==> src/rtl/tt_pkg.sv <==
package tt_pkg;
  typedef enum logic {
    TT_ARMED   = 1'b0,
    TT_TRIPPED = 1'b1
  } tt_state_e;
endpackage

==> src/rtl/tt_sync.sv <==
module tt_sync #(
  parameter int   STAGES    = 2,
  parameter logic RST_LEVEL = 1'b1
) (
  input  logic clk,
  input  logic rst,
  input  logic d,
  output logic q
);
  localparam int LAST = STAGES - 1;

  logic [LAST:0] chain;

  generate
    if (STAGES < 2) begin : g_bad
      initial $error("tt_sync needs at least two stages");
    end
  endgenerate

  always_ff @(posedge clk) begin
    if (rst) chain <= {STAGES{RST_LEVEL}};
    else     chain <= {chain[LAST-1:0], d};
  end

  assign q = chain[LAST];
endmodule

==> src/rtl/tt_trip_latch.sv <==
module tt_trip_latch
  import tt_pkg::*;
(
  input  logic clk,
  input  logic rst,
  input  logic plat_rst_n,
  input  logic trip_act,
  input  logic soft_off,
  output logic tripped,
  output logic hit,
  output logic start_pulse
);
  tt_state_e state;

  assign hit     = (state == TT_ARMED) && plat_rst_n && trip_act;
  assign tripped = (state == TT_TRIPPED);

  always_ff @(posedge clk) begin
    if (rst) begin
      state       <= TT_ARMED;
      start_pulse <= 1'b0;
    end else begin
      start_pulse <= hit;
      case (state)
        TT_ARMED:   if (hit)      state <= TT_TRIPPED;
        TT_TRIPPED: if (soft_off) state <= TT_ARMED;
        default:                  state <= TT_ARMED;
      endcase
    end
  end


  reset_ignore_chk: assert property (@(posedge clk) disable iff (rst)
    (!plat_rst_n && !tripped) |=> !tripped);

  latch_hold_chk: assert property (@(posedge clk) disable iff (rst)
    (tripped && !soft_off) |=> tripped);

  soft_off_release_chk: assert property (@(posedge clk) disable iff (rst)
    (tripped && soft_off) |=> !tripped);
endmodule

==> src/rtl/tt_status.sv <==
module tt_status (
  input  logic clk,
  input  logic rst,
  input  logic set,
  input  logic clr,
  input  logic hold,
  output logic flag
);
  always_ff @(posedge clk) begin
    if (rst)              flag <= 1'b0;
    else if (set)         flag <= 1'b1;
    else if (clr && !hold) flag <= 1'b0;
  end


  clr_blocked_chk: assert property (@(posedge clk) disable iff (rst)
    (flag && hold) |=> flag);
endmodule

==> src/rtl/thermtrip_guard.sv <==
module thermtrip_guard #(
  parameter int SYNC_STAGES = 2
) (
  input  logic clk,
  input  logic rst,
  input  logic trip_n,
  input  logic plat_rst_n,
  input  logic soft_off_done,
  input  logic status_clr,
  output logic sleep_l1_n,
  output logic sleep_l2_n,
  output logic sleep_l3_n,
  output logic trip_flag,
  output logic off_req
);
  logic trip_n_s;
  logic tripped;
  logic hit;

  tt_sync #(.STAGES(SYNC_STAGES), .RST_LEVEL(1'b1)) u_sync (
    .clk(clk), .rst(rst), .d(trip_n), .q(trip_n_s)
  );

  tt_trip_latch u_latch (
    .clk(clk), .rst(rst), .plat_rst_n(plat_rst_n), .trip_act(!trip_n_s),
    .soft_off(soft_off_done), .tripped(tripped), .hit(hit),
    .start_pulse(off_req)
  );

  tt_status u_status (
    .clk(clk), .rst(rst), .set(hit), .clr(status_clr), .hold(tripped),
    .flag(trip_flag)
  );

  assign sleep_l1_n = !tripped;
  assign sleep_l2_n = !tripped;
  assign sleep_l3_n = !tripped;


  req_single_chk: assert property (@(posedge clk) disable iff (rst)
    off_req |=> !off_req);

  flag_with_lines_chk: assert property (@(posedge clk) disable iff (rst)
    $fell(sleep_l1_n) |-> (trip_flag && off_req));
endmodule

==> config.mk <==
export PLATFORM = sky130hd
export DESIGN_NAME = thermtrip_guard
export DESIGN_NICKNAME = d
export VERILOG_FILES = /design/src/rtl/tt_pkg.sv /design/src/rtl/tt_sync.sv /design/src/rtl/tt_trip_latch.sv /design/src/rtl/tt_status.sv /design/src/rtl/thermtrip_guard.sv
export SDC_FILE = /design/constraint.sdc
export NUM_CORES = 1
export LEC_CHECK = 0
export BUFFER_PORTS_ARGS = -buffer_cell sky130_fd_sc_hd__buf_2
export CAP_MARGIN = 20
export CELL_PAD_IN_SITES_DETAIL_PLACEMENT = 1
export CELL_PAD_IN_SITES_GLOBAL_PLACEMENT = 1
export CORE_AREA = 2 2 39 41
export CTS_CLUSTER_SIZE = 28
export DETAILED_ROUTE_END_ITERATION = 12
export DIE_AREA = 0 0 41 43
export PLACE_DENSITY = 0.4
export SLEW_MARGIN = 20
export SYNTH_ARGS = -nofsm -noshare
export SYNTH_HDL_FRONTEND = slang
export SYNTH_HIERARCHICAL = 1
export SYNTH_SLANG_ARGS = --single-unit
export TNS_END_PERCENT = 30
==> constraint.sdc <==
create_clock -name clk -period 2.5 [get_ports clk]
set_input_delay 0.375 -clock clk [delete_from_list [all_inputs] [get_ports clk]]
set_output_delay 0.375 -clock clk [all_outputs]
set_load 0.02 [all_outputs]
==> metrics.md, run 1 <==
| Metric | Value |
|---|---|
| Status | `complete, no violations` |
| Sink Count | `5` |
| Placed cell area | `259 um^2` |
| Crit path capture type | `primary output` |
| Initial antenna violation count | `0` |
| Critical Path RT | `2.12 ns` |
| Net count reported at finish | `38` |
| Unrepaired setup endpoints after global routing | `no` |
| Power per Cell Area | `664 mW/mm^2` |
| GPL Wtd Cong | `0.653` |
| DPL Wire Length | `about 300 um` |
| Top cell type's share of synthesized area | `between 40% and 50%` |
| Commonest non-fill, non-tap cell in the layout | `buf_2` |
| Multi-input logic area | `77.6 um^2` |
| CP arrival | `0.87 ns` |
| Synth unique cells | `10` |
| Cell Area, Synth | `204 um^2` |
| Starting density of the core | `14.7%` |
| Hold Fails Final Rpt | `0` |
| Vias per cell | `between 3 and 4` |
| All-Layer GR Usage | `6.03%` |
| Vias in the first global route | `between 150 and 200` |
| Clock-pin slew on the worst setup and hold paths | `0.04 ns` |
| Largest net degree at the start of global routing | `6` |
| Syn. warnings | `6` |
| Kind of critical path | `reg -> out` |
| Period utilization | `50.0%` |
| Initial DRC count | `1` |
| Peak Freq | `0.801 GHz` |
| Die ar. | `0.00176 mm^2` |
| Hold Path Class | `in -> reg` |
| DRT Pass-1 Iters | `2` |
| Post-Syn Nets | `25` |
| Clock skew | `a little over 0.002 ns` |
| Root Buffer | `clkbuf_4` |
| Wirelength per Cell | `around 7.9 um` |
| Core area | `0.00138 mm^2` |
| Antenna viol nets, final | `0` |
| Storage cell area | `100 um^2` |
| Max-slew headroom | `88.4%` |
| Die X | `41 um` |
| # Post-CTS Setup Buffers | `0` |
| CTS resizes | `0` |
| Max Cap Viol | `0` |
| Worst IR drop on VDD | `approximately 0.00024 V` |
| First-pass GRT wire length | `607 um` |
| CP max FO | `4` |
| CTS Hold Bufs | `0` |
| Non-Filler Cell Area, Final | `285 um^2` |
| Num CTS Buffers | `3` |
| Synthesized area per cell | `10.7 um^2` |
| Global-route track usage on met2 | `8.13%` |
| Share of cells above drive strength 1 | `between 50 and 60%` |
| Type of origin of the critical path | `register` |
| Global route hottest layer | `met2` |
| WL final | `373 um` |
| GRT met1 Usage | `under 10%` |
| FF+latch count, synth | `5` |
| Area grow syn2layout | `39.9%` |
| Fin. max-slew vios | `0` |
| Synth area leader | `dfxtp_1` |
| Sequential fraction of the synthesis area | `49.1%` |
| Final min period | `1.25 ns` |
| H-tree depth | `1` |
| Worst Max-Slew Pin Slew | `0.174 ns` |
| CTS tree | `yes` |
| Vias | `157` |
| Max Root-Sink Buffers | `2` |
| Clock latency on the worst-skew pair | `roughly 0.23 ns` |
| TNS Setup | `0 ns` |
| M3 GR Usage | `6.28%` |
| Most frequent cells in the layout | `buf_2 (10), dfxtp_1 (5), inv_1 (3), clkbuf_4 (3)` |
| N_diodes | `0` |
| Port bufs | `10` |
| Synth top area cells | `dfxtp_1 (49%), nand3b_4 (9.8%), buf_4 (7.4%), nor3b_2 (6.1%), or2_1 (6.1%)` |
| Final Util | `between 20% and 30%` |
| Final setup violation count | `0` |
| Gate Count Post-Synth | `19` |
| Fillcell total | `161` |
| Vert. Die Dim | `between 40 and 50 um` |
| Leak Pwr | `0.149 nW` |
| Gr ovfl total | `0` |
| Row count | `14` |
| Number of remaining DRC errors | `0` |
| # IOs | `11` |
-- worst max-delay path: stages (launching register included) --
cell and delay, ns:
dfxtp_1 0.40, inv_1 0.08, buf_2 0.16
-- layer usage --
layer | vias to the layer above | wire length (um) | part of all wire [%]
met4 | 0 | 8 | 2.1
met2 | 7 | 176 | 47
li1 | 80 | - | -
met5 | - | 0 | 0
met3 | 2 | 42 | 11
met1 | 68 | 146 | 39
-- report_power, final --
group / switching, mW / internal (mW)
logic: 0.00773 / 0.00725
clock network: 0.0309 / 0.0602
registers: 0.000963 / 0.0825
-- cell type report --
cell class | instances | area share [%]
flip-flops and latches | 5 | 35.1
multi-input cells | 9 | 27.2
repair buffers | 10 | 17.5
clock buffers | 4 | 9.21
well taps | 16 | 7.02
inverters | 3 | 3.95
-- through the flow --
stage	hold WS (ns)	setup slack [ns]	std cells	power (mW)
2_1_floorplan	0.383	1.45	19	0.0937
3_3_place_gp	0.388	1.50	43	0.0999
3_5_place_dp	0.403	1.48	43	0.100
4_1_cts	0.323	1.22	47	0.194
5_1_grt	0.336	1.17	47	0.198
6_report	0.327	1.25	47	0.190
-- flip-flops by register name, indices dropped and copies added (netlist names) --
signal / count
u_latch/start_pulse: 1
u_latch/tripped: 1
u_sync/chain: 2
u_status/flag: 1
-- synth_stat cells (all sizes together) --
cell type and instances:
inv 3, nand2b 1, dfxtp 5, or2 2
nor2 2, nor3 1, nor3b 1, buf 2
a21oi 1, nand3b 1
-- logic make-up (layout without fill, tap and decap cells) --
family	after synthesis	after routing	share of synthesized area, %
buffers and inverters	5	17	12.9
flip-flops	5	5	49.1
AND/OR/NAND/NOR	8	8	33.7
AO/OA/AOI/OAI	1	1	4.30
-- final timing paths --
| check | start | endpoint | slack, ns | cells after the start |
|---|---|---|---|---|
| max | u_latch/tripped | sleep_l3_n | 1.25 | 2 |
| min | trip_n | u_sync/chain[0] | 0.33 | 2 |
| max reg2reg | u_latch/tripped | u_status/flag | 1.50 | 4 |
| min reg2reg | u_sync/chain[0] | u_sync/chain[1] | 0.40 | 1 |
No activity file was read; power rests on OpenSTA's default activity.
==> inputs of run 2 (changes only) <==
Settings changed: PLACE_DENSITY 0.4 to 0.41.
Clock period 2.5 ns to 1.1 ns, I/O delays scaled along.
==> run 2 against run 1 <==
  * Highest routed layer is now met3
  * Sequential share of layout area stayed put
  * Routed wire length is 1.9% higher
  * Design area stayed put
  * First-iteration DRC count is 100% lower
  * Core utilization stayed put
  * Sequential cell count stayed put
  * Clock-buffer cell count stayed put
  * Worst setup slack worse by 1.2 ns
  * Global-route usage hardly changed
  * Non-clock buffer count stayed put
  * Largest cell class unchanged
  * Die area stayed put
==> metrics.md, run 2 (synthesis gave the netlist of run 1 again) <==
| Metric | Value |
|---|---|
| Fillcell total | `165 (+2.5%)` |
| Storage cell area | `100 um^2 (unchanged)` |
| Area grow syn2layout | `39.9% (unchanged)` |
| Num CTS Buffers | `3 (unchanged)` |
| GPL Wtd Cong | `0.653 (about the same)` |
| Kind of critical path | `reg -> out` |
| N_diodes | `0 (unchanged)` |
| Vias per cell | `3.40 (+1.9%)` |
| Initial antenna violation count | `0 (unchanged)` |
| Worst R2R Path Depth | `4 (unchanged)` |
| Max reg flops | `2 (unchanged)` |
| Die ar. | `0.00176 mm^2 (unchanged)` |
| Share of cells above drive strength 1 | `54.8% (unchanged)` |
| CP max FO | `4 (unchanged)` |
| Most frequent cells in the layout | `buf_2 (10), dfxtp_1 (5), inv_1 (3), clkbuf_4 (3)` |
| Worst IR drop on VDD | `0.000417 V (+76%)` |
| Root Buffer | `clkbuf_4` |
| Hold Slack | `0.109 ns (-0.219 ns)` |
| Worst setup margin | `0.0825 ns (-1.17 ns)` |
| Worst Max-Slew Pin Slew | `0.149 ns (-0.0251 ns)` |
| Peak Freq | `0.983 GHz` |
| Hold Fails Final Rpt | `0 (unchanged)` |
| Starting density of the core | `14.7% (unchanged)` |
| # Post-CTS Setup Buffers | `0 (unchanged)` |
| Fin. max-slew vios | `0 (unchanged)` |
| Worst hold path startpoint | `trip_n` |
| Max-slew headroom | `90.0% (+1.6 points)` |
| # IOs | `11 (unchanged)` |
| Gr ovfl total | `0 (unchanged)` |
| DRT Pass-1 Iters | `1 (-1)` |
| Antenna viol nets, final | `0 (unchanged)` |
| First-pass GRT wire length | `627 um (+3.3%)` |
| Hold Path Class | `in -> reg` |
| Wirelength per Cell | `8.09 um (+1.9%)` |
| Die X | `41 um (unchanged)` |
| Status | `complete, no violations` |
| Row count | `14 (unchanged)` |
| Port bufs | `10 (unchanged)` |
| Clock skew | `0.00145 ns (-0.000576 ns)` |
| Non-Filler Cell Area, Final | `285 um^2 (unchanged)` |
| Max Cap Viol | `0 (unchanged)` |
| Sink Count | `5 (unchanged)` |
| Pre-CTS WS | `0.105 ns (-1.37 ns)` |
| Leak Pwr | `0.149 nW (unchanged)` |
| Vias | `160 (+1.9%)` |
| Hold Crit Endpoint | `u_sync/chain[0]` |
| CTS resizes | `0 (unchanged)` |
| Clock-pin slew on the worst setup and hold paths | `0.04 ns (about the same)` |
| Most flop-heavy register | `u_sync/chain` |
| Final setup violation count | `0 (unchanged)` |
| Multi-input logic area | `77.6 um^2 (unchanged)` |
| Period utilization | `roughly 90%` |
| CP arrival | `0.85 ns (-0.02 ns)` |
| Hold path depth | `2 (unchanged)` |
| Initial DRC count | `0 (-1)` |
| Placed cell area | `259 um^2 (unchanged)` |
| Type of origin of the critical path | `register` |
| DPL Wire Length | `324 um (+7.8%)` |
| Vert. Die Dim | `43 um (unchanged)` |
| Core area | `0.00138 mm^2 (unchanged)` |
| Clock latency on the worst-skew pair | `0.24 ns (about the same)` |
| RR Startpoint | `u_latch/tripped` |
| Pwr Total | `0.428 mW (+130%)` |
| Unrepaired setup endpoints after global routing | `no` |
| All-Layer GR Usage | `6.02% (-0.012 points)` |
| Max Root-Sink Buffers | `2 (unchanged)` |
| Largest net degree at the start of global routing | `6 (unchanged)` |
| Power per Cell Area | `1500 mW/mm^2 (+130%)` |
| Crit path capture type | `primary output` |
| Critical Path RT | `0.94 ns (-1.18 ns)` |
| CTS Hold Bufs | `0 (unchanged)` |
| Net count reported at finish | `38 (unchanged)` |
| CTS tree | `yes` |
| Final min period | `1.02 ns` |
| Reg2reg end | `u_status/flag` |
| H-tree depth | `1 (unchanged)` |
| WL final | `380 um (+1.9%)` |
| Number of remaining DRC errors | `0 (unchanged)` |
| Commonest non-fill, non-tap cell in the layout | `buf_2` |
| Vias in the first global route | `155 (-9.4%)` |
| Reg2Reg Setup Slack | `0.13 ns (-1.37 ns)` |
| TNS Setup | `0 ns (unchanged)` |
[run 2: cell counts in the layout (fill, tap and decap cells not counted)]
No cell type changed its count.
[run 2: critical path, stage by stage (launching register included)]
cell     delay (ns)
dfxtp_1        0.38
inv_1          0.08
buf_2          0.16
[run 2: where the power goes]
group | leakage, nW | switching (mW) | internal (mW)
sequential | 0.0409 | 0.00212 | 0.188
clock | 0.0150 | 0.0675 | 0.137
combinational | 0.0934 | 0.0175 | 0.0165
[run 2: per-stage QoR]
| step | instances | util (%) |
|---|---|---|
| after CTS | 47 | 20.6 |
| after detailed placement | 43 | 18.7 |
| final | 47 | 20.6 |
| after global routing | 47 | 20.6 |
| after floorplan | 19 | - |
| after global placement | 43 | 18.7 |
[run 2: area by class of cell]
type | count | area share, %
multi-input combinational | 9 | 27.2
sequential | 5 | 35.1
clock buffer | 4 | 9.21
tap | 16 | 7.02
inverter | 3 | 3.95
timing repair buffer | 10 | 17.5
[run 2: how the worst max path moves through the flow]
stage                    start            end
2_1_floorplan  u_latch/tripped  u_status/flag
3_3_place_gp   u_latch/tripped  u_status/flag
3_5_place_dp   u_latch/tripped  u_status/flag
4_1_cts        u_latch/tripped     sleep_l1_n
5_1_grt        u_latch/tripped     sleep_l1_n
6_report       u_latch/tripped     sleep_l1_n
[run 2: layer usage]
layer  track usage (%)  part of all wire, %
met1              5.77                   45
met2              7.50                   47
met3              4.71                  8.2
met4              6.00                    0
met5                 0                    0
==> inputs of run 3 (changes only) <==
Clock period 1.1 ns to 0.92 ns, I/O delays scaled along.
==> run 3 against run 2 <==
  * Final cell count up 4.3%
  * The flow now finishes with violations (setup timing)
  * Critical path depth up 1
  * Design area up 15%
  * Sequential power up 19%
  * Sequential share of layout area down 4.3 points
  * Largest power group unchanged
  * Global-route usage up 1.2 points
  * Sequential cell count unchanged
  * Core utilization up 3.2 points
==> metrics.md, run 3 (synthesis gave the netlist of run 1 again) <==
| Metric | Value |
|---|---|
| Share of cells above drive strength 1 | `63.6% (+8.8 points)` |
| Sink Count | `5 (unchanged)` |
| Most flop-heavy register | `u_sync/chain` |
| Die ar. | `0.00176 mm^2 (unchanged)` |
| Setup crit end | `sleep_l3_n` |
| Commonest non-fill, non-tap cell in the layout | `buf_2` |
| Worst Max-Slew Pin Slew | `0.154 ns (+0.00561 ns)` |
| Power per Cell Area | `1610 mW/mm^2 (+7.1%)` |
| DRT Pass-1 Iters | `2 (+1)` |
| Status | `complete, but fails checks` |
| Crit path capture type | `primary output` |
| Num CTS Buffers | `3 (unchanged)` |
| Row count | `14 (unchanged)` |
| Most frequent cells in the layout | `buf_2 (6), buf_6 (4), dfxtp_1 (4), clkbuf_4 (3)` |
| RR Startpoint | `u_latch/tripped` |
| Max Root-Sink Buffers | `2 (unchanged)` |
| Vert. Die Dim | `43 um (unchanged)` |
| Die X | `41 um (unchanged)` |
| Reg2reg end | `u_status/flag` |
| First-pass GRT wire length | `752 um (+20%)` |
| Pre-CTS WS | `0.0268 ns (-0.0784 ns)` |
| Peak Freq | `around 1.0 GHz` |
| Initial DRC count | `5 (+5)` |
| Hold Fails Final Rpt | `0 (unchanged)` |
| N_diodes | `0 (unchanged)` |
| Worst setup margin | `-0.0513 ns (-0.134 ns)` |
| All-Layer GR Usage | `7.22% (+1.2 points)` |
| Antenna viol nets, final | `0 (unchanged)` |
| Worst IR drop on VDD | `0.000482 V (+16%)` |
| Type of origin of the critical path | `register` |
| CP max FO | `3 (-1)` |
| CP arrival | `0.83 ns (-0.02 ns)` |
| CTS Hold Bufs | `0 (unchanged)` |
| Max reg flops | `2 (unchanged)` |
| CTS tree | `yes` |
| Initial antenna violation count | `0 (unchanged)` |
| Gr ovfl total | `0 (unchanged)` |
| Hold Slack | `0.0814 ns (-0.0272 ns)` |
| Number of remaining DRC errors | `0 (unchanged)` |
| Clock skew | `0.00425 ns (+0.00280 ns)` |
| Vias per cell | `3.37 (-1.1%)` |
| Reg2Reg Setup Slack | `0.02 ns (-0.11 ns)` |
| Clock latency on the worst-skew pair | `0.24 ns (about the same)` |
| Kind of critical path | `reg -> out` |
| H-tree depth | `1 (unchanged)` |
| Worst R2R Path Depth | `4 (unchanged)` |
| Wirelength per Cell | `7.96 um (-1.6%)` |
| Final setup violation count | `3 (+3)` |
| Unrepaired setup endpoints after global routing | `yes` |
| Hold Path Class | `in -> reg` |
| Failing checks | `setup timing` |
| Final min period | `about 0.97 ns` |
| Starting density of the core | `14.7% (unchanged)` |
| Vias in the first global route | `192 (+24%)` |
| Core area | `0.00138 mm^2 (unchanged)` |
| GPL Wtd Cong | `0.614 (-6.1%)` |
| Final Util | `23.8% (+3.2 points)` |
| Fin. max-slew vios | `0 (unchanged)` |
| Port bufs | `10 (unchanged)` |
| CP startpoint | `u_latch/tripped` |
| Max-slew headroom | `89.7% (-0.38 points)` |
| Clock-pin slew on the worst setup and hold paths | `0.05 ns (about the same)` |
| # IOs | `11 (unchanged)` |
| DPL Wire Length | `278 um (-14%)` |
| Area grow syn2layout | `61.3%` |
| Critical Path RT | `0.78 ns (-0.16 ns)` |
| Leak Pwr | `0.173 nW (+16%)` |
| Period utilization | `106%` |
| Max Cap Viol | `0 (unchanged)` |
| Vias | `165 (+3.1%)` |
| Root Buffer | `clkbuf_4` |
| Largest net degree at the start of global routing | `6 (unchanged)` |
| Net count reported at finish | `40 (+5.3%)` |
| WL final | `390 um (+2.6%)` |
## run 3: changes by cell type in the layout (fill, tap and decap cells not counted)
cell,before,now
dfxtp_1,5,4
inv_1,3,2
buf_6,0,4
buf_4,0,2
buf_2,10,6
dfxtp_2,0,1
inv_4,0,1
## run 3: critical path: stages (launching register included)
cell,delay [ns]
dfxtp_2,0.32
buf_6,0.11
inv_4,0.06
buf_6,0.11
## run 3: layout make-up
type                    instances  area, um^2
fillers                       162        1050
flip-flops and latches          5         101
repair buffers                 12        90.1
multi-input cells               9        77.6
clock buffers                   4        26.3
well taps                      16        20.0
inverters                       3        13.8
## run 3: routing by layer
layer | GRT usage, % | vias to the layer above | part of all wire [%]
met4 | 8.00 | 0 | 1.5
met5 | 0 | - | 0
li1 | - | 85 | -
met2 | 8.13 | 6 | 46
met3 | 4.71 | 2 | 12
met1 | 8.01 | 72 | 40
## run 3: how the worst min path moves through the flow
stage                start               to  slack, ns  cells after the start
floorplan              rst  u_latch/tripped       0.20                      1
global placement    trip_n  u_sync/chain[0]       0.32                      2
detailed placement  trip_n  u_sync/chain[0]       0.33                      2
CTS                 trip_n  u_sync/chain[0]       0.07                      2
global route        trip_n  u_sync/chain[0]       0.08                      2
finish              trip_n  u_sync/chain[0]       0.08                      2
## run 3: power by group
group / switching [mW] / internal (mW)
combinational: 0.0236 / 0.0272
sequential: 0.00190 / 0.224
clock: 0.0875 / 0.164
total: 0.113 / 0.415
## run 3: repair_timing
action / CTS / global route
setup buffers: 1 / 0
hold endpoints to repair: 0 / 0
setup endpoints to repair: 3 / 5
gates resized for setup: 10 / 1
## run 3: stage by stage
stage          TNS (ns)  power (mW)  std cells  cell area [um^2]
3_5_place_dp          0       0.273         44               267
6_report         -0.153       0.528         49               329
3_3_place_gp          0       0.272         44               267
5_1_grt          -0.322       0.580         49               329
2_1_floorplan         0       0.255         19               204
4_1_cts          -0.200       0.544         49               327
